==> src/rtl/i2c_gc_pkg.sv <==
package i2c_gc_pkg;

  localparam int BYTE_W   = 8;
  localparam int ADDR_W   = 7;
  localparam int CNT_W    = $clog2(BYTE_W + 1);

  localparam logic [BYTE_W-1:0] GC_ADDR_BYTE  = 8'h00;
  localparam logic [BYTE_W-1:0] GC_CMD_RESET  = 8'h06;
  localparam logic [BYTE_W-1:0] GC_CMD_LATCH  = 8'h04;

  typedef enum logic [3:0] {
    ST_IDLE,
    ST_ADDR,
    ST_ADDR_ACK,
    ST_GC_ADDR_ACK,
    ST_GC_BYTE,
    ST_GC_ACK,
    ST_WR_BYTE,
    ST_WR_ACK,
    ST_RD_BYTE,
    ST_RD_ACK
  } ctrlState_t;

  // bus events from the sampler
  typedef struct packed {
    logic sclRise;
    logic sclFall;
    logic startDet;
    logic stopDet;
    logic sdaBit;
  } busEvent_t;

  // strobes from control to datapath
  typedef struct packed {
    logic shiftIn;
    logic shiftOut;
    logic loadRd;
    logic cntClr;
    logic cntInc;
    logic ptrLoad;
    logic wrStb;
    logic ptrInc;
    logic gcReset;
    logic gcLatch;
    logic driveAck;
    logic driveData;
  } dpStrobe_t;

endpackage

==> src/rtl/i2c_gc_busmon.sv <==
module i2c_gc_busmon
  import i2c_gc_pkg::*;
#(
  parameter int SYNC_STAGES = 2
) (
  input  logic      clk,
  input  logic      rstN,
  input  logic      sclIn,
  input  logic      sdaIn,
  output busEvent_t ev
);

  localparam int LINES = 2;

  logic [LINES-1:0] lineIn;
  logic [LINES-1:0] lineNow;
  logic [LINES-1:0] linePrev;

  assign lineIn = {sdaIn, sclIn};

  // one synchroniser chain per bus line
  for (genvar g = 0; g < LINES; g++) begin : gSync
    logic [SYNC_STAGES-1:0] pipe;
    always_ff @(posedge clk or negedge rstN) begin
      if (!rstN) pipe <= '1;
      else       pipe <= {pipe[SYNC_STAGES-2:0], lineIn[g]};
    end
    assign lineNow[g] = pipe[SYNC_STAGES-1];
  end

  always_ff @(posedge clk or negedge rstN) begin
    if (!rstN) linePrev <= '1;
    else       linePrev <= lineNow;
  end

  logic sclNow, sdaNow, sclOld, sdaOld;
  assign sclNow = lineNow[0];
  assign sdaNow = lineNow[1];
  assign sclOld = linePrev[0];
  assign sdaOld = linePrev[1];

  always_comb begin
    ev.sclRise  = sclNow & ~sclOld;
    ev.sclFall  = ~sclNow & sclOld;
    ev.startDet = sclNow & sclOld & sdaOld & ~sdaNow;
    ev.stopDet  = sclNow & sclOld & ~sdaOld & sdaNow;
    ev.sdaBit   = sdaNow;
  end

endmodule

==> src/rtl/i2c_gc_ctrl.sv <==
module i2c_gc_ctrl
  import i2c_gc_pkg::*;
(
  input  logic              clk,
  input  logic              rstN,
  input  busEvent_t         ev,
  input  logic [BYTE_W-1:0] rxByte,
  input  logic [CNT_W-1:0]  bitCnt,
  input  logic [ADDR_W-1:0] myAddr,
  input  logic              shdn,
  output dpStrobe_t         stb
);

  ctrlState_t state, nextState;
  logic readMode, nextRead;
  logic firstByte, nextFirst;
  logic masterAck, nextMAck;
  logic byteDone;

  assign byteDone = ev.sclFall && (bitCnt == CNT_W'(BYTE_W));

  always_ff @(posedge clk or negedge rstN) begin
    if (!rstN) begin
      state     <= ST_IDLE;
      readMode  <= 1'b0;
      firstByte <= 1'b0;
      masterAck <= 1'b0;
    end else begin
      state     <= nextState;
      readMode  <= nextRead;
      firstByte <= nextFirst;
      masterAck <= nextMAck;
    end
  end

  always_comb begin
    nextState = state;
    nextRead  = readMode;
    nextFirst = firstByte;
    nextMAck  = masterAck;
    stb       = '0;
    stb.driveAck  = state inside {ST_ADDR_ACK, ST_GC_ADDR_ACK, ST_WR_ACK, ST_GC_ACK};
    stb.driveData = (state == ST_RD_BYTE);

    if (shdn) begin
      nextState     = ST_IDLE;
      stb.driveAck  = 1'b0;
      stb.driveData = 1'b0;
    end else if (ev.stopDet) begin
      nextState = ST_IDLE;
    end else if (ev.startDet) begin
      nextState  = ST_ADDR;
      stb.cntClr = 1'b1;
    end else begin
      case (state)
        ST_ADDR, ST_WR_BYTE, ST_GC_BYTE: begin
          if (ev.sclRise) begin
            stb.shiftIn = 1'b1;
            stb.cntInc  = 1'b1;
          end else if (byteDone) begin
            if (state == ST_ADDR) begin
              if (rxByte[BYTE_W-1:1] == myAddr) begin
                nextState = ST_ADDR_ACK;
                nextRead  = rxByte[0];
                nextFirst = 1'b1;
              end else if (rxByte == GC_ADDR_BYTE) begin
                nextState = ST_GC_ADDR_ACK;
              end else begin
                nextState = ST_IDLE;
              end
            end else if (state == ST_WR_BYTE) begin
              if (firstByte) begin
                stb.ptrLoad = 1'b1;
                nextFirst   = 1'b0;
              end else begin
                stb.wrStb = 1'b1;
              end
              nextState = ST_WR_ACK;
            end else begin
              if (rxByte == GC_CMD_RESET) begin
                stb.gcReset = 1'b1;
                stb.gcLatch = 1'b1;
                nextState   = ST_GC_ACK;
              end else if (rxByte == GC_CMD_LATCH) begin
                stb.gcLatch = 1'b1;
                nextState   = ST_GC_ACK;
              end else begin
                nextState = ST_IDLE;
              end
            end
          end
        end
        ST_ADDR_ACK: begin
          if (ev.sclFall) begin
            if (readMode) begin
              stb.loadRd = 1'b1;
              nextState  = ST_RD_BYTE;
            end else begin
              stb.cntClr = 1'b1;
              nextState  = ST_WR_BYTE;
            end
          end
        end
        ST_GC_ADDR_ACK: begin
          if (ev.sclFall) begin
            stb.cntClr = 1'b1;
            nextState  = ST_GC_BYTE;
          end
        end
        ST_WR_ACK: begin
          if (ev.sclFall) begin
            stb.cntClr = 1'b1;
            nextState  = ST_WR_BYTE;
          end
        end
        ST_GC_ACK: begin
          if (ev.sclFall) nextState = ST_IDLE;
        end
        ST_RD_BYTE: begin
          if (ev.sclFall) begin
            if (bitCnt == CNT_W'(BYTE_W - 1)) begin
              stb.ptrInc = 1'b1;
              nextState  = ST_RD_ACK;
            end else begin
              stb.shiftOut = 1'b1;
              stb.cntInc   = 1'b1;
            end
          end
        end
        ST_RD_ACK: begin
          if (ev.sclRise) begin
            nextMAck = ~ev.sdaBit;
          end else if (ev.sclFall) begin
            if (masterAck) begin
              stb.loadRd = 1'b1;
              nextState  = ST_RD_BYTE;
            end else begin
              nextState = ST_IDLE;
            end
          end
        end
        default: nextState = ST_IDLE;
      endcase
    end
  end

endmodule

==> src/rtl/i2c_gc_dp.sv <==
module i2c_gc_dp
  import i2c_gc_pkg::*;
#(
  parameter logic [ADDR_W-2:0] ADDR_PREFIX = 6'b010000,
  parameter logic [BYTE_W-1:0] CTRL_ADDR   = 8'h0F,
  parameter int                SHDN_BIT    = 0
) (
  input  logic              clk,
  input  logic              rstN,
  input  busEvent_t         ev,
  input  dpStrobe_t         stb,
  input  logic              addrPin,
  input  logic [BYTE_W-1:0] regRdData,
  output logic [BYTE_W-1:0] rxByte,
  output logic [CNT_W-1:0]  bitCnt,
  output logic [ADDR_W-1:0] myAddr,
  output logic              shdnFlag,
  output logic              sdaPullDown,
  output logic              softResetPulse,
  output logic [BYTE_W-1:0] regAddr,
  output logic [BYTE_W-1:0] regWrData,
  output logic              regWrEn,
  output logic              regRdEn
);

  logic [BYTE_W-1:0] shiftReg;
  logic [BYTE_W-1:0] ptr;
  logic              addrLsb;
  logic              pinLoad;
  logic              shdnPend;
  logic              softRst;

  always_ff @(posedge clk or negedge rstN) begin
    if (!rstN) begin
      shiftReg <= '0;
      bitCnt   <= '0;
      ptr      <= '0;
      addrLsb  <= 1'b0;
      pinLoad  <= 1'b1;
      shdnPend <= 1'b0;
      shdnFlag <= 1'b0;
      softRst  <= 1'b0;
    end else begin
      softRst <= stb.gcReset;

      if (stb.loadRd)        shiftReg <= regRdData;
      else if (stb.shiftIn)  shiftReg <= {shiftReg[BYTE_W-2:0], ev.sdaBit};
      else if (stb.shiftOut) shiftReg <= {shiftReg[BYTE_W-2:0], 1'b0};

      if (stb.cntClr || stb.loadRd) bitCnt <= '0;
      else if (stb.cntInc)          bitCnt <= bitCnt + 1'b1;

      if (stb.gcReset)                ptr <= '0;
      else if (stb.ptrLoad)           ptr <= shiftReg;
      else if (stb.wrStb || stb.ptrInc) ptr <= ptr + 1'b1;

      // address bit follows the pin once after reset and on latch commands
      pinLoad <= 1'b0;
      if (pinLoad || stb.gcLatch) addrLsb <= addrPin;

      if (stb.wrStb && (ptr == CTRL_ADDR) && shiftReg[SHDN_BIT]) shdnPend <= 1'b1;
      if (shdnPend && ev.sclFall) shdnFlag <= 1'b1;
    end
  end

  assign rxByte         = shiftReg;
  assign myAddr         = {ADDR_PREFIX, addrLsb};
  assign sdaPullDown    = ~shdnFlag & (stb.driveAck | (stb.driveData & ~shiftReg[BYTE_W-1]));
  assign softResetPulse = softRst;
  assign regAddr        = ptr;
  assign regWrData      = shiftReg;
  assign regWrEn        = stb.wrStb;
  assign regRdEn        = stb.loadRd;

endmodule

==> src/rtl/i2c_gc_slave.sv <==
module i2c_gc_slave
  import i2c_gc_pkg::*;
#(
  parameter int                SYNC_STAGES = 2,
  parameter logic [ADDR_W-2:0] ADDR_PREFIX = 6'b010000,
  parameter logic [BYTE_W-1:0] CTRL_ADDR   = 8'h0F,
  parameter int                SHDN_BIT    = 0
) (
  input  logic              clk,
  input  logic              rstN,
  input  logic              sclIn,
  input  logic              sdaIn,
  input  logic              addrPin,
  input  logic [BYTE_W-1:0] regRdData,
  output logic              sdaPullDown,
  output logic              softResetPulse,
  output logic [BYTE_W-1:0] regAddr,
  output logic [BYTE_W-1:0] regWrData,
  output logic              regWrEn,
  output logic              regRdEn
);

  busEvent_t         ev;
  dpStrobe_t         stb;
  logic [BYTE_W-1:0] rxByte;
  logic [CNT_W-1:0]  bitCnt;
  logic [ADDR_W-1:0] myAddr;
  logic              shdnFlag;

  i2c_gc_busmon #(.SYNC_STAGES(SYNC_STAGES)) u_busmon (
    .clk   (clk),
    .rstN  (rstN),
    .sclIn (sclIn),
    .sdaIn (sdaIn),
    .ev    (ev)
  );

  i2c_gc_ctrl u_ctrl (
    .clk    (clk),
    .rstN   (rstN),
    .ev     (ev),
    .rxByte (rxByte),
    .bitCnt (bitCnt),
    .myAddr (myAddr),
    .shdn   (shdnFlag),
    .stb    (stb)
  );

  i2c_gc_dp #(
    .ADDR_PREFIX (ADDR_PREFIX),
    .CTRL_ADDR   (CTRL_ADDR),
    .SHDN_BIT    (SHDN_BIT)
  ) u_dp (
    .clk            (clk),
    .rstN           (rstN),
    .ev             (ev),
    .stb            (stb),
    .addrPin        (addrPin),
    .regRdData      (regRdData),
    .rxByte         (rxByte),
    .bitCnt         (bitCnt),
    .myAddr         (myAddr),
    .shdnFlag       (shdnFlag),
    .sdaPullDown    (sdaPullDown),
    .softResetPulse (softResetPulse),
    .regAddr        (regAddr),
    .regWrData      (regWrData),
    .regWrEn        (regWrEn),
    .regRdEn        (regRdEn)
  );

endmodule

==> config.mk <==
export PLATFORM = sky130hd
export DESIGN_NAME = i2c_gc_slave
export DESIGN_NICKNAME = d
export VERILOG_FILES = /design/src/rtl/i2c_gc_pkg.sv /design/src/rtl/i2c_gc_busmon.sv /design/src/rtl/i2c_gc_ctrl.sv /design/src/rtl/i2c_gc_dp.sv /design/src/rtl/i2c_gc_slave.sv
export SDC_FILE = /design/constraint.sdc
export NUM_CORES = 1
export LEC_CHECK = 0
export ABC_AREA = 1
export ABC_CLOCK_PERIOD_IN_PS = 2100
export CAP_MARGIN = 5
export CORE_MARGIN = 3
export CORE_UTILIZATION = 40
export DETAILED_ROUTE_END_ITERATION = 10
export PLACE_DENSITY = 0.61
export SYNTH_ARGS = -nofsm -noshare
export SYNTH_HDL_FRONTEND = slang
export SYNTH_SLANG_ARGS = --single-unit
==> constraint.sdc <==
create_clock -name clk -period 2.1 [get_ports clk]
set_input_delay 0.315 -clock clk [delete_from_list [all_inputs] [get_ports clk]]
set_output_delay 0.315 -clock clk [all_outputs]
set_load 0.01 [all_outputs]
# After elaboration in Yosys (flattened, before gate mapping)
# Index checks and enable logic that the tools add are counted.
dict set report classes {
  muxes 72
  n_reduce_logical 19
  n_addsub 2
  bitwise 19
  eq_ne 26
}
# operator count
set ops {}
lappend ops {{$mux 4} 20}
lappend ops {{$mux 8} 6}
lappend ops {{$ne 5x3->1 const B} 7}
lappend ops {{$pmux 4 s7} 1}
lappend ops {{$mux 2} 13}
lappend ops {{$mux 1} 23}
lappend ops {{$eq 4x3->1 const B} 5}
lappend ops {{$mux 10} 2}
lappend ops {{$eq 8x3->1 const B} 2}
lappend ops {{$reduce_and 8->1} 2}
lappend ops {{$ne 5x4->1 const B} 3}
lappend ops {{$eq 4x4->1 const B} 3}
lappend ops {{$reduce_and 10->1} 1}
lappend ops {{$and 1x1->1} 9}
lappend ops {{$mux 3} 3}
lappend ops {{$not 1->1} 9}
lappend ops {{$add 8x1->8 const B} 1}
lappend ops {{$eq 4x2->1 const B} 2}
lappend ops {{$eq 8x4->1 const B} 1}
lappend ops {{$logic_not 8->1} 1}
lappend ops {{$eq 7x6->1} 1}
lappend ops {{$mux 6} 1}
lappend ops {{$pmux 1 s2} 3}
lappend ops {{$reduce_bool 3->1} 2}
lappend ops {{other kinds (11)} 17}
dict set report word_totals {
  inputBits 13
  out_inout_bits 20
  register_bits 38
}

# Depth between registers and ports, before layout
dict set report logic_depth {
  depth_word 15
  mapped_depth 11
}

# Modules after synthesis
# From an unflattened synthesis, not the netlist that was laid out.
dict set report unflattened {
  hier_cells 361
  area_unflattened_um2 2531.2
}
# mod area_per_inst_um2 instances cells_each
set modules_own_cells {}
lappend modules_own_cells {i2c_gc_dp 1462.7 1 193}
lappend modules_own_cells {i2c_gc_ctrl 862.1 1 150}
lappend modules_own_cells {i2c_gc_busmon 206.4 1 18}

# Least setup slack after synthesis
# Ideal clock, no wire load.
dict set report synth_path {
  path_kind {register to output}
  from {register u_busmon.linePrev[0]}
  to {output regWrEn}
  required_time_ps 1785
  slack_ps 468
  stages_incl_launch_ff 7
  arrival_ps 1317
  n_path_buf 0
  cell_sequence {dfstp_2 -> inv_2 -> nor2_4 -> nand3_1 -> nor2_1 -> nand3_2 -> nor3_2}
}
dict set report synth_via {
  elab_chain_cells 8
  word_cells_on_any_way 15
  cone_classes {6 x mux; 8 x bitwise; 1 x reduce/logical}
}
# item line_no
set synth_rtl {}
lappend synth_rtl {{start, declared} i2c_gc_busmon.sv:17} ;# logic [LINES-1:0] linePrev;
lappend synth_rtl {{start signal, assigned} i2c_gc_busmon.sv:33} ;# else linePrev <= lineNow;
lappend synth_rtl {{$and 1x1->1} i2c_gc_busmon.sv:44} ;# ev.sclFall = ~sclNow & sclOld;
lappend synth_rtl {{$logic_and 1x1->1} i2c_gc_ctrl.sv:20} ;# assign byteDone = ev.sclFall && (bitCnt == CNT_W'(BYTE_W));
lappend synth_rtl {{$mux 2} i2c_gc_ctrl.sv:60} ;# end else if (byteDone) begin
lappend synth_rtl {{$mux 2} i2c_gc_ctrl.sv:57} ;# if (ev.sclRise) begin
lappend synth_rtl {{$mux 2} i2c_gc_ctrl.sv:55} ;# case (state)
lappend synth_rtl {{$mux 6} i2c_gc_ctrl.sv:51} ;# end else if (ev.startDet) begin
lappend synth_rtl {{$mux 10 (*)} i2c_gc_ctrl.sv:49} ;# end else if (ev.stopDet) begin
lappend synth_rtl {{$mux 10 (*)} i2c_gc_ctrl.sv:45} ;# if (shdn) begin
lappend synth_rtl {{end, declared} i2c_gc_slave.sv:19} ;# output logic regWrEn,
# Every way passes the cells marked *; elsewhere a longest branch is shown, timed or not.

# Worst setup path after layout
# Same ends and word-level chain as after synthesis.

==> impl_metrics.csv <==
group,metric,value,unit
yosys,synthArstFlopShare,100,%
critical_path,path_cells,"inv_2 > nor2_4 > nand3_4 > nor2_4 > nand3_2 > nor3_2 > buf_2",
die,core,5710,µm²
yosys,ys.flop_type,"dfrtp_1",
cells_and_area,fin_util,54.7,%
critical_path,cp.required,1780,ps
yosys,synth_cell_types,35,
job,maxCapViolCount,0,
critical_path,cpMaxStageDelayCell,"dfstp_2",
cells_and_area,antenna_cells,0,
sta,skew,6.82,ps
yosys,synth-seq-area-share,39.3,%
run_status,status,"completed",
drt,wl_per_cell,13.2,µm
sta,finalHoldViolations,0,
grt,grt_pass1_vias,2252,
yosys,syn_area,2440,µm²
power,internal_power,1.21,mW
cells_and_area,fin_area,3120,µm²
critical_path,arrival,1710,ps
power,power.switching,0.532,mW
clocking,cts_htree_levels,2,
yosys,netlist_instances,321,
critical_path,crit_type,"reg -> out",
power,clock_power_share,28.0,%
power,combPwrFrac,21.4,%
die,rows,27,
yosys,yosysTopAreaCell,"dfrtp_1",
cells_and_area,synthToLayoutAreaGrowth,27.6,%
power,peakVddDrop,0.447,mV
critical_path,end_kind,"output pin",
power,pwr_density_cell,558,nW/µm²
clocking,root_buffer,"clkbuf_8",
power,p_leak,1.51,nW
yosys,synth_nets,337,
clocking,clock-sinks,38,
grt,grt_pass1_wl,10.3,mm
yosys,synth_top_cell_area_share,31.7,%
grt,overflow,0,
sta,grt_setup_unrepaired,"true",
die,ios,33,
cells_and_area,finalNetCount,396,
die,die_h,84.2,µm
worst_hold_path,hold_path.class,"reg -> reg",
grt,antenna_found_initial,0,
critical_path,crit_fanout,3,
yosys,synth_most_common_cell,"nand2_1",
sta,finalCritPeriodShare,96.5,%
drt,drt_iter0_markers,131,
critical_path,startpoint,"u_busmon.linePrev[0]$_DFF_PN1_",
drt,drt-pass1-iter-count,4,
critical_path,crit_path_start_kind,"flip-flop",
place,io_buffers,32,
clocking,path_clk_slew,70,ps
yosys,synthTopCellsByArea,"dfrtp_1, nand2_1, nand3_1, dfstp_2, inv_1",
drt,drc_errors,0,
power,pwr-share-seq,50.6,%
die,die-area,7090,µm²
sta,fin_ws,73.3,ps
place,placedCellCount,442,
sta,setup_viol,0,
yosys,synth_area_per_cell,7.62,µm²
drt,via_count,2268,
clocking,cts_buffers,5,
yosys,synth_seq_cells,38,
yosys,synth_edf_count,0,
clocking,clkLatencyLatePin,290,ps
die,initial_core_util,42.8,%
place,post-place-ws,-10.5,ps
critical_path,path_common_cell,"nor2_4",
drt,routed_wl,5.98,mm
yosys,synth_warnings,0,
clocking,cts_max_path_buffers,2,
drt,drtAntennaViolNets,0,
worst_hold_path,worstHoldStart,"u_busmon.gSync[1].pipe[0]$_DFF_PN1_",
cells_and_area,fin_cells,453,
sta,max_clock_freq,493,MHz
critical_path,critPathTopFamily,"simple AND/OR/NAND/NOR gates",
critical_path,timing.rr.start,"u_busmon.linePrev[0]$_DFF_PN1_",
power,p_sw_share,30.6,%
drt,viasPerCell,5.01,
grt,grt_max_degree,15,
place,place_congestion,0.907,
grt,grt_usage,17.8,%
critical_path,path_buf_inv,2,
sta,setup_tns,0,ps
die,die-width,84.2,µm
critical_path,slowest_delay,570,ps
place,place_area,2980,µm²
cells_and_area,drive_gt1_share,26.0,%
sta,report.final.slew_viol_count,0,
yosys,synth_common_cells,"nand2_1, nand3_1, dfrtp_1",
clocking,cts_tree,"built",
sta,period_minus_slack,2030,ps
place,hpwlAfterDp,4.63,mm
## sequential cells by signal, indices dropped and copies added (netlist names)
signal	count
u_busmon.gSync.pipe	4
u_busmon.linePrev	2
u_ctrl.firstByte	1
u_ctrl.masterAck	1
u_ctrl.readMode	1
u_ctrl.state	4
u_dp.addrLsb	1
u_dp.bitCnt	4
u_dp.pinLoad	1
u_dp.regAddr	8
u_dp.regWrData	8
u_dp.shdnFlag	1
u_dp.shdnPend	1
u_dp.softResetPulse	1
## power by group through the flow
stage / Combinational [mW] / Sequential [mW] / Clock, mW
finish: 0.373 / 0.882 / 0.487
global placement: 0.360 / 0.894 / 0
floorplan: 0.146 / 0.894 / 0
global route: 0.422 / 0.894 / 0.542
CTS: 0.371 / 0.881 / 0.506
detailed placement: 0.366 / 0.895 / 0
## cell type report
cell class | instances | area (µm²)
repair buffers | 56 | 487
clock buffers | 6 | 72.6
clock inverters | 2 | 10.0
flip-flops and latches | 38 | 961
fillers | 560 | 2590
well taps | 72 | 90.1
inverters | 38 | 146
multi-input cells | 241 | 1350
## through the flow
| stage | power, mW | hold slack, ps |
|---|---|---|
| 6_report | 1.74 | 358 |
| 5_1_grt | 1.86 | 366 |
| 4_1_cts | 1.76 | 358 |
| 3_5_place_dp | 1.26 | 238 |
| 3_3_place_gp | 1.25 | 232 |
| 2_1_floorplan | 1.04 | 19.4 |
## worst paths after layout
| check | to | slack [ps] | depth (start not counted) |
|---|---|---|---|
| setup reg to reg | u_dp.regAddr[1]$_DFFE_PN0P_ | 290 | 11 |
| min in group asynchronous | u_dp.regAddr[4]$_DFFE_PN0P_ | 450 | 2 |
| hold reg to reg | u_busmon.gSync[1].pipe[1]$_DFF_PN1_ | 360 | 0 |
| setup / recovery | regWrEn | 70 | 7 |
| hold / removal | u_busmon.gSync[1].pipe[1]$_DFF_PN1_ | 360 | 0 |
| max in group asynchronous | u_busmon.linePrev[0]$_DFF_PN1_ | 1080 | 3 |
## timing repair
| action | 4_1_cts | 5_1_grt |
|---|---|---|
| hold buffers | 1 | 0 |
| hold endpoints to repair | 12 | 0 |
| endpoints found under the setup margin | 3 | 3 |
| gates resized for setup | 9 | 15 |
| setup buffers | 1 | 1 |
| pin swaps | 0 | 3 |
## cells in the final DEF, fill, tap and decap left out, drive strengths merged
| cell | netlist | layout |
|---|---|---|
| buf | 3 | 25 |
| dlygate4sd3 | 0 | 1 |
| nand4 | 8 | 8 |
| o21ai | 13 | 13 |
| clkinv | 1 | 3 |
| ha | 3 | 3 |
| xor2 | 3 | 3 |
| nor2 | 30 | 30 |
| a21boi | 1 | 1 |
| inv | 37 | 37 |
| a21oi | 6 | 6 |
| clkdlybuf4s50 | 0 | 28 |
| dfrtp | 31 | 31 |
| nand3 | 67 | 67 |
| nand2 | 94 | 94 |
| a31oi | 3 | 3 |
| conb | 1 | 1 |
| clkbuf | 1 | 8 |
| nand3b | 1 | 1 |
| or2 | 1 | 1 |
| xnor2 | 2 | 2 |
| nor3 | 8 | 8 |
| dfstp | 7 | 7 |
## layer usage
metal,vias to the layer above,track usage (%),part of all wire [%]
li1,1162,-,-
met1,1058,23.9,49
met2,42,28.9,47
met3,6,3.24,3.0
met4,0,5.70,1.2
met5,-,0,0
## logic make-up after synthesis
| kind of cell | synth area share, % |
|---|---|
| fa+ha+maj | 1.54 |
| buf+inv | 7.22 |
| compound gates | 6.50 |
| simple gates | 43.6 |
| other cells | 0.153 |
| flops | 39.3 |
| xor+xnor | 1.79 |
Power figures use the tool's default switching activity.
